--- src/rtl/bf_pkg.sv ---
package bf_pkg;
    localparam int WORD_W    = 16;
    localparam int BLK_WORDS = 8;

    typedef enum logic [1:0] {ST_IDLE, ST_DATA, ST_PAD, ST_DROP} fsm_e;
    typedef enum logic [1:0] {
        EOP_NONE  = 2'b00,
        EOP_EVEN  = 2'b01,
        EOP_ODD   = 2'b10,
        EOP_ABORT = 2'b11
    } eop_e;

    function automatic logic [WORD_W-1:0] ctl_word(logic payload, eop_e st, logic sop, logic [7:0] port);
        return {payload, st, sop, port, 4'b0000};
    endfunction
endpackage

--- src/rtl/bf_credit.sv ---
module bf_credit #(
    parameter int NPORTS = 4,
    parameter int MAXB1  = 4,
    parameter int MAXB2  = 2,
    localparam int PW    = (NPORTS > 1) ? $clog2(NPORTS) : 1,
    localparam int CW    = $clog2(MAXB1 + 1)
) (
    input  logic              clk,
    input  logic              rst_n,
    input  logic              stat_tick,
    input  logic              stat_sync,
    input  logic [1:0]        stat_code,
    input  logic              use_en,
    input  logic [PW-1:0]     use_port,
    output logic [NPORTS-1:0] avail_o,
    output logic [NPORTS-1:0] last_o
);
    logic [PW-1:0] rr_q, rr_d, slot;

    always_comb begin
        slot = stat_sync ? '0 : rr_q;
        rr_d = rr_q;
        if (stat_tick) rr_d = (slot == PW'(NPORTS - 1)) ? '0 : slot + PW'(1);
    end

    always_ff @(posedge clk or negedge rst_n) begin
        if (!rst_n) rr_q <= '0;
        else        rr_q <= rr_d;
    end

    for (genvar g = 0; g < NPORTS; g++) begin : g_port
        logic [CW-1:0] cr_q, cr_d;

        always_comb begin
            cr_d = cr_q;
            if (use_en && use_port == PW'(g) && cr_q != '0) cr_d = cr_q - CW'(1);
            if (stat_tick && slot == PW'(g)) begin
                case (stat_code)
                    2'b00:   cr_d = CW'(MAXB1);
                    2'b01:   cr_d = CW'(MAXB2);
                    default: cr_d = cr_d;
                endcase
            end
        end

        always_ff @(posedge clk or negedge rst_n) begin
            if (!rst_n) cr_q <= '0;
            else        cr_q <= cr_d;
        end

        assign avail_o[g] = (cr_q != '0);
        assign last_o[g]  = (cr_q == CW'(1));
    end
endmodule

--- src/rtl/bf_sop_gap.sv ---
module bf_sop_gap #(
    parameter int GAP = 8,
    localparam int GW = $clog2(GAP + 1)
) (
    input  logic clk,
    input  logic rst_n,
    input  logic sop_fire,
    output logic gap_ok
);
    logic [GW-1:0] cnt_q, cnt_d;

    always_comb begin
        cnt_d = cnt_q;
        if (sop_fire)                cnt_d = GW'(1);
        else if (cnt_q != GW'(GAP))  cnt_d = cnt_q + GW'(1);
    end

    always_ff @(posedge clk or negedge rst_n) begin
        if (!rst_n) cnt_q <= GW'(GAP);
        else        cnt_q <= cnt_d;
    end

    assign gap_ok = (cnt_q == GW'(GAP));
endmodule

--- src/rtl/burst_framer.sv ---
module burst_framer
    import bf_pkg::*;
#(
    parameter int NPORTS    = 4,
    parameter int MAXB1     = 4,
    parameter int MAXB2     = 2,
    parameter int MIN_WORDS = 32,
    parameter int MAX_WORDS = 761,
    parameter int SOP_GAP   = 8,
    parameter int ERR_W     = 8,
    localparam int PW       = (NPORTS > 1) ? $clog2(NPORTS) : 1,
    localparam int LW       = $clog2(MAX_WORDS + 1),
    localparam int BW       = $clog2(BLK_WORDS)
) (
    input  logic              clk,
    input  logic              rst_n,
    input  logic              pad_en,
    input  logic              stat_tick,
    input  logic              stat_sync,
    input  logic [1:0]        stat_code,
    input  logic              in_valid,
    input  logic              in_sop,
    input  logic              in_eop,
    input  logic              in_odd,
    input  logic [PW-1:0]     in_port,
    input  logic [WORD_W-1:0] in_data,
    output logic              in_ready,
    output logic              out_ctl,
    output logic [WORD_W-1:0] out_word,
    output logic [ERR_W-1:0]  err_cnt
);
    typedef struct packed {
        fsm_e              st;
        eop_e              pend;
        logic [PW-1:0]     port;
        logic [LW-1:0]     cnt;
        logic [BW-1:0]     wcnt;
        logic              octl;
        logic [WORD_W-1:0] oword;
        logic [ERR_W-1:0]  err;
    } regs_t;

    regs_t q, d;
    logic [NPORTS-1:0] avail, last;
    logic use_en, sop_fire, gap_ok, start, blk_end;
    logic [LW-1:0] cnt_inc;

    bf_credit #(.NPORTS(NPORTS), .MAXB1(MAXB1), .MAXB2(MAXB2)) u_credit (
        .clk(clk), .rst_n(rst_n), .stat_tick(stat_tick), .stat_sync(stat_sync),
        .stat_code(stat_code), .use_en(use_en), .use_port(q.port),
        .avail_o(avail), .last_o(last)
    );

    bf_sop_gap #(.GAP(SOP_GAP)) u_gap (
        .clk(clk), .rst_n(rst_n), .sop_fire(sop_fire), .gap_ok(gap_ok)
    );

    always_comb begin
        d        = q;
        use_en   = 1'b0;
        sop_fire = 1'b0;
        start    = 1'b0;
        d.octl   = 1'b1;
        d.oword  = ctl_word(1'b0, EOP_NONE, 1'b0, 8'h00);
        cnt_inc  = q.cnt + LW'(1);
        blk_end  = (q.wcnt == BW'(BLK_WORDS - 1));
        case (q.st)
            ST_IDLE: begin
                start   = in_valid && avail[in_port] && (!in_sop || gap_ok);
                d.oword = ctl_word(start, q.pend, start && in_sop, start ? 8'(in_port) : 8'h00);
                d.pend  = EOP_NONE;
                if (start) begin
                    d.st     = ST_DATA;
                    d.port   = in_port;
                    d.wcnt   = '0;
                    sop_fire = in_sop;
                    if (in_sop) d.cnt = '0;
                end
            end
            ST_DATA: begin
                if (in_valid) begin
                    d.octl  = 1'b0;
                    d.oword = in_data;
                    d.cnt   = cnt_inc;
                    d.wcnt  = q.wcnt + BW'(1);
                    use_en  = blk_end;
                    if (in_eop) begin
                        if (cnt_inc < LW'(MIN_WORDS)) begin
                            if (pad_en) begin
                                d.st = ST_PAD;
                            end else begin
                                d.st   = ST_IDLE;
                                d.pend = EOP_ABORT;
                                use_en = 1'b1;
                                if (q.err != {ERR_W{1'b1}}) d.err = q.err + ERR_W'(1);
                            end
                        end else begin
                            d.st   = ST_IDLE;
                            d.pend = in_odd ? EOP_ODD : EOP_EVEN;
                            use_en = 1'b1;
                        end
                    end else if (cnt_inc == LW'(MAX_WORDS)) begin
                        d.st   = ST_DROP;
                        d.pend = EOP_ABORT;
                        use_en = 1'b1;
                    end else if (blk_end && last[q.port]) begin
                        d.st   = ST_IDLE;
                        d.pend = EOP_NONE;
                    end
                end
            end
            ST_PAD: begin
                d.octl  = 1'b0;
                d.oword = '0;
                d.cnt   = cnt_inc;
                d.wcnt  = q.wcnt + BW'(1);
                use_en  = blk_end;
                if (cnt_inc == LW'(MIN_WORDS)) begin
                    d.st   = ST_IDLE;
                    d.pend = EOP_EVEN;
                    use_en = 1'b1;
                end
            end
            ST_DROP: begin
                d.oword = ctl_word(1'b0, q.pend, 1'b0, 8'h00);
                d.pend  = EOP_NONE;
                if (in_valid && in_eop) d.st = ST_IDLE;
            end
            default: d.st = ST_IDLE;
        endcase
    end

    always_ff @(posedge clk or negedge rst_n) begin
        if (!rst_n) begin
            q <= '{st: ST_IDLE, pend: EOP_NONE, port: '0, cnt: '0, wcnt: '0,
                   octl: 1'b1, oword: '0, err: '0};
        end else begin
            q <= d;
        end
    end

    assign in_ready = (q.st == ST_DATA) || (q.st == ST_DROP);
    assign out_ctl  = q.octl;
    assign out_word = q.oword;
    assign err_cnt  = q.err;
endmodule

--- config.mk ---
export PLATFORM = sky130hd
export DESIGN_NAME = burst_framer
export DESIGN_NICKNAME = d
export VERILOG_FILES = /design/src/rtl/bf_pkg.sv /design/src/rtl/bf_credit.sv /design/src/rtl/bf_sop_gap.sv /design/src/rtl/burst_framer.sv
export SDC_FILE = /design/constraint.sdc
export NUM_CORES = 1
export LEC_CHECK = 0
export ABC_CLOCK_PERIOD_IN_PS = 2800
export CAP_MARGIN = 0
export CORE_ASPECT_RATIO = 0.6
export CORE_MARGIN = 3
export CORE_UTILIZATION = 50
export CTS_CLUSTER_DIAMETER = 60
export CTS_CLUSTER_SIZE = 25
export DETAILED_ROUTE_END_ITERATION = 6
export PLACE_DENSITY_LB_ADDON = 0.3
export SLEW_MARGIN = 20
export SYNTH_ARGS = -nofsm -noshare
export SYNTH_HDL_FRONTEND = slang
export SYNTH_SLANG_ARGS = --single-unit
--- constraint.sdc ---
create_clock -name clk -period 2.8 [get_ports clk]
set_clock_uncertainty 0.05 [all_clocks]
set_input_delay 0.56 -clock clk [delete_from_list [all_inputs] [get_ports clk]]
set_output_delay 0.56 -clock clk [all_outputs]
set_load 0.01 [all_outputs]
# == Word-level counts from Yosys, hierarchy flattened ==
# Cells that the tools add are included.
# W data, S select, Z words.
# op_classes
add_sub_neg,9
n_mul,0
div_mod_pow,0
magnitude_cmp,3
eq_ne,27
shifts,0
mux,52
n_bitwise,1
n_reduce_logical,36
# op_table
op,n
$pmux W16 S4,1
$pmux W13 S3,1
$mux W38,1
$mux W4,8
$mux W8,4
$mux W3,8
$pmux W3 S2,4
$logic_and A1 B1 Y1,17
$mux W2,8
$pmux W4 S4,1
$reduce_bool A3 Y1,5
$mux W13,1
$eq A2 B2 Y1 const B,6
$eq A3 B1 Y1 const B,4
$ne A4 B4 Y1 const B,3
$sub A3 B1 Y3 const B,4
$add A10 B1 Y10 const B,1
$eq A10 B10 Y1 const B,1
$eq A10 B6 Y1 const B,1
$lt A10 B6 Y1 const B,1
$mux W1,10
$mux W10,1
$ne A2 B2 Y1 const B,5
$add A8 B1 Y8 const B,1
other kinds (20),31
# word_totals
ff_bits,62
latch_bits,0
mem_bits_rw,0
rom_bits,0
inputBits,29
output_inout_bits,26
word_cells,142
mem_count,0

# == Logic depth before layout (Yosys ltp) ==
# logic_depth
depth_word,11
ltp_mapped,11
depth_no_buf,10

# == Cells and area by module ==
# From an unflattened synthesis, not the netlist that was laid out.
# hier_totals
cells_unflattened,398
area_unflattened_um2,3935.0
# by_module_without_submodules
mod,instances,cells_each,area_per_inst_um2,seq_area_each_um2
burst_framer,1,271,2671.3,1102.3
bf_credit,1,107,1041.0,350.3
bf_sop_gap,1,20,222.7,101.3

# == Least setup slack after synthesis ==
# OpenSTA, ideal clock, no wires.
# synth_path
path_type,reg-to-reg
from,reg q[28] in the netlist's numbering
to,reg q[42] in the netlist's numbering
setup_ns,0.127
t_arrival_ns,2.427
required_time_ns,2.623
path_slack_ns,0.195
stages_incl_launch_ff,9
n_path_buf,0
synth_period_minus_slack_ns,2.605
cell_sequence,dfrtp_1 > ha_1 > or3b_1 > o31ai_1 > a22oi_1 > or3_4 > a221oi_4 > nand3_2 > mux2_1
# synth_via
elab_chain_cells,6
word_cells_on_any_way,12
classes_between,1 x add/sub; 1 x order compare; 4 x eq/ne; 5 x mux; 1 x reduce/logical
# synth_lines
element,line_no,text
from (decl),burst_framer.sv:43,"regs_t q, d;"
from (signal assigned),burst_framer.sv:135,"q <= '{st: ST_IDLE, pend: EOP_NONE, port: '0, cnt: '0, wcnt: '0,"
$add A10 B1 Y10 (*),burst_framer.sv:65,cnt_inc = q.cnt + LW'(1);
$lt A10 B6 Y1 or $eq A10 B10 Y1 (tied branches),"burst_framer.sv:88, burst_framer.sv:102",
$mux W4 (on tied branches),"burst_framer.sv:88, burst_framer.sv:102",
$mux W4,burst_framer.sv:87,if (in_eop) begin
$mux W4,burst_framer.sv:81,if (in_valid) begin
$pmux W4 S4,burst_framer.sv:67,case (q.st)
# Mark *: on every way between the ends. The rest lies on a longest branch, timed or not. The select of a mux whose other input is x is not followed.
# A chain may end at the register's enable or synchronous reset.

# == Worst setup path after layout ==
# layout_path
from,reg q[28] in the netlist's numbering
to,reg u_credit.g_port[0].cr_q[2]
# layout_via
elab_chain_cells,11
word_cells_on_any_way,15
classes_between,1 x add/sub; 1 x order compare; 2 x eq/ne; 9 x mux; 2 x reduce/logical
# layout_lines
element,line_no,text
$add A10 B1 Y10 (*),burst_framer.sv:65,
$lt A10 B6 Y1 or $eq A10 B10 Y1 (tied branches),"burst_framer.sv:88, burst_framer.sv:102",
$mux W1 (on tied branches),"burst_framer.sv:88, burst_framer.sv:102",
$mux W1,burst_framer.sv:87,
$mux W1,burst_framer.sv:81,
$pmux W1 S2 (*),burst_framer.sv:67,
$logic_and A1 B1 Y1 (*) (2 in a row),bf_credit.sv:36,if (use_en && use_port == PW'(g) && cr_q != '0) cr_d = cr_q - CW'(1);
$mux W3 (*),bf_credit.sv:36,
$pmux W3 S2,bf_credit.sv:38,case (stat_code)
$mux W3 (*),bf_credit.sv:37,if (stat_tick && slot == PW'(g)) begin
via u_credit.g_port[0].cr_d[2],bf_credit.sv:32,"logic [CW-1:0] cr_q, cr_d;"
to (signal assigned),bf_credit.sv:48,else cr_q <= cr_d;
to (decl),bf_credit.sv:32,
# Mark *: on every way through the listed nets, which the timed path passes. The rest lies on a longest branch.

==> summary.md <==
| Metric | Value |
|---|---|
| Worst-skew pair later-pin latency | `340 ps` |
| Status | `finished, final reports clean` |
| Initial antenna violation count | `0` |
| Fmax | `377.2 MHz` |
| Via density | `5.806` |
| Top Ports | `55` |
| Synth area leader | `dfrtp_1` |
| Post-synth EDFFs | `0` |
| Max Root-Sink Buffers | `2` |
| Global placement routability congestion | `0.9357` |
| Drt first-iter violations | `282` |
| Seq/Total Area, Yosys | `40.77%` |
| Crit path kind | `register to register` |
| R2r setup slk | `150 ps` |
| Setup violations, final | `0` |
| Ys async rst share | `100.0%` |
| Largest net degree at the start of global routing | `34` |
| Max_slew headroom | `52.44%` |
| Placed Cells | `521` |
| Cells after synthesis | `393` |
| Starting Density | `54.28%` |
| Avg Synthesized Cell Area | `9.698 um2` |
| Post-synthesis register bit count | `62` |
| WP data arrival | `2820 ps` |
| Synth warn | `0` |
| Final wirelength | `9136 um` |
| Congestion Overflow GR | `0` |
| DP Wirelength | `6878 um` |
| Synth top area cells | `dfrtp_1 (39%), ha_1 (8.9%), buf_4 (5.3%)` |
| CTS buffer count | `9` |
| Top-count cell post-synth | `dfrtp_1` |
| Final Non-Filler Cells | `537` |
| Final Hold Viols | `0` |
| Area growth syn-to-layout | `21.37%` |
| CP max stage cell | `a31o_2` |
| DR vias | `3,118` |
| Yosys cell types | `63` |
| FF-to-FF path depth | `8` |
| Slowest Stage Delay on Critical Path | `470 ps` |
| Worst flop-to-flop path endpoint | `u_credit.g_port[0].cr_q[2]` |
| First-pass GRT wire length | `15,160 um` |
| Worst path required time | `2970 ps` |
| CP max FO | `20` |
| Rows | `23` |
| CP cell instances | `ha_2 -> or3b_1 -> o31ai_1 -> a22oi_1 -> o31ai_1 -> a31o_2 -> a21oi_1 -> o31a_1` |
| # DRC | `0` |
| Placeable core region | `0.007022 mm2` |
| Setup TNS | `0 ps` |
| Power density over cell area | `892.4 mW/mm2` |
| RSZ-0062 raised after global routing | `false` |
| Final period util | `94.68%` |
| Synth cell count leaders | `dfrtp_1 (60), nand2_1 (32), buf_4 (27), ha_1 (27), inv_1 (26)` |
| Final min period | `2651 ps` |
| Final ANT Viol Nets | `0` |
| VDD IR max | `0.0004102 V` |
| CTS H-tree lvls | `3` |
| Tightest Hold Check Type | `input pin to async pin` |
| Postcts setup bufs | `0` |
| P_leak | `0.002075 uW` |
| Crit-path most repeated cell | `o31ai_1` |
| Root Driver | `clkbuf_16` |
| IO buf count | `54` |
| Vias in the first global route | `3,017` |
| Reg-to-reg critical path startpoint | `q[28]` |
| Syn nets | `449` |
| Top-area cell type share of the netlist area | `39.40%` |
| Antenna diode instance count | `0` |
| MaxCap Viol Count | `0` |
| Mapped Area | `0.003811 mm2` |
| CP Launch Type | `register` |
| DIE AREA | `0.008740 mm2` |
| Die H | `73.63 um` |
| Die W | `118.7 um` |
| Worst slew pin tran | `707.9 ps` |
| Wire per inst | `17.01 um` |
| CP Capture Type | `register` |
| GRT Overall Usage | `22.42%` |
| CTS sink count | `62` |
| CTS tree | `done` |
| Drt pass-1 iters | `5` |
| Share of layout cells above drive strength 1 | `13.04%` |
| Reg clk slew, reported paths | `50 ps` |
| Synth Flop Type | `dfrtp_1` |
| # nets final | `488` |
| Max Slew Vio Count | `0` |
area by class of cell:
| type | instances | area (um2) |
|---|---|---|
| Tap cell | 100 | 125.1 |
| Timing Repair Buffer | 64 | 623.1 |
| Multi-Input combinational cell | 269 | 1924 |
| Clock buffer | 12 | 256.5 |
| Clock inverter | 4 | 45.04 |
| Sequential cell | 62 | 1554 |
| Fill cell | 602 | 2396 |
| Inverter | 26 | 97.59 |
report_power, final:
part / internal, uW / switching (uW)
clock network: 732 / 392
registers: 1160 / 200
logic: 739 / 900
total: 2640 / 1490
timing repair:
item | in CTS | in global routing
endpoints found under the setup margin | 0 | 12
hold buffers | 0 | 0
resized for setup | 0 | 2
worst max-delay path by stage:
stage                     startpoint                          to  slack [ps]  depth (start not counted)
final                          q[28]  u_credit.g_port[0].cr_q[2]         150                          8
after global placement      in_valid  u_credit.g_port[2].cr_q[1]         210                          7
after global routing           q[30]                       q[43]           4                          7
after detailed placement       q[29]                       q[43]          70                          8
after floorplan                q[28]                       q[42]         200                          8
after CTS                      q[29]                       q[42]          70                          8
kinds of logic after synthesis:
group | after synthesis | share of synthesized area (%)
AND/OR/NAND/NOR | 124 | 18.71
XOR/XNOR | 10 | 2.298
AO/OA/AOI/OAI | 98 | 17.63
multiplexers | 10 | 2.856
flip-flops | 62 | 40.77
adder cells (fa/ha/maj) | 27 | 8.864
buffers and inverters | 62 | 8.864
metrics by stage:
| stage | area, um2 | power [uW] | hold WS (ps) | setup WS [ps] | utilization [%] |
|---|---|---|---|---|---|
| final | 4626 | 4128 | 212.6 | 149.0 | 65.88 |
| after global routing | 4626 | 4399 | 262.9 | 3.586 | 65.88 |
| after CTS | 4621 | 4134 | 233.7 | 65.59 | 65.81 |
| after detailed placement | 4319 | 2994 | 429.3 | 71.43 | 61.51 |
| after global placement | 4319 | 2906 | 421.3 | 213.9 | 61.51 |
| after floorplan | 3811 | 2454 | 214.4 | 195.2 | - |
cell usage in the layout, fill, tap and decap left out, types with 8 or more instances in the layout:
cell and count:
dfrtp_1 60, clkdlybuf4s50_1 53, nand2_1 31, inv_1 26, ha_1 26, o21ai_0 24
a21oi_1 24, and3_1 17, nand3_1 14, nor2_1 13, clkbuf_16 9, buf_4 9
and2_1 8
per-layer routing:
layer	vias up	track usage, %	routed length, um
met1	1490	31.03	4425
met5	-	0	0
met4	0	4.493	59
li1	1469	-	-
met3	10	8.615	747
met2	149	33.90	3903
state kept, by name (all words and copies together), names as in the netlist:
signal,count
q,19
out_word,16
u_credit.g_port.cr_q,12
err_cnt,8
u_gap.cnt_q,4
u_credit.rr_q,2
out_ctl,1
worst max-delay path, delay by kind of cell (launching register included):
| family | cells | cell delay [ps] |
|---|---|---|
| compound gates | 6 | 1480 |
| flops | 1 | 380 |
| simple gates | 1 | 380 |
| fa+ha+maj | 1 | 240 |
Note: power is estimated with default switching activity, not from simulation.
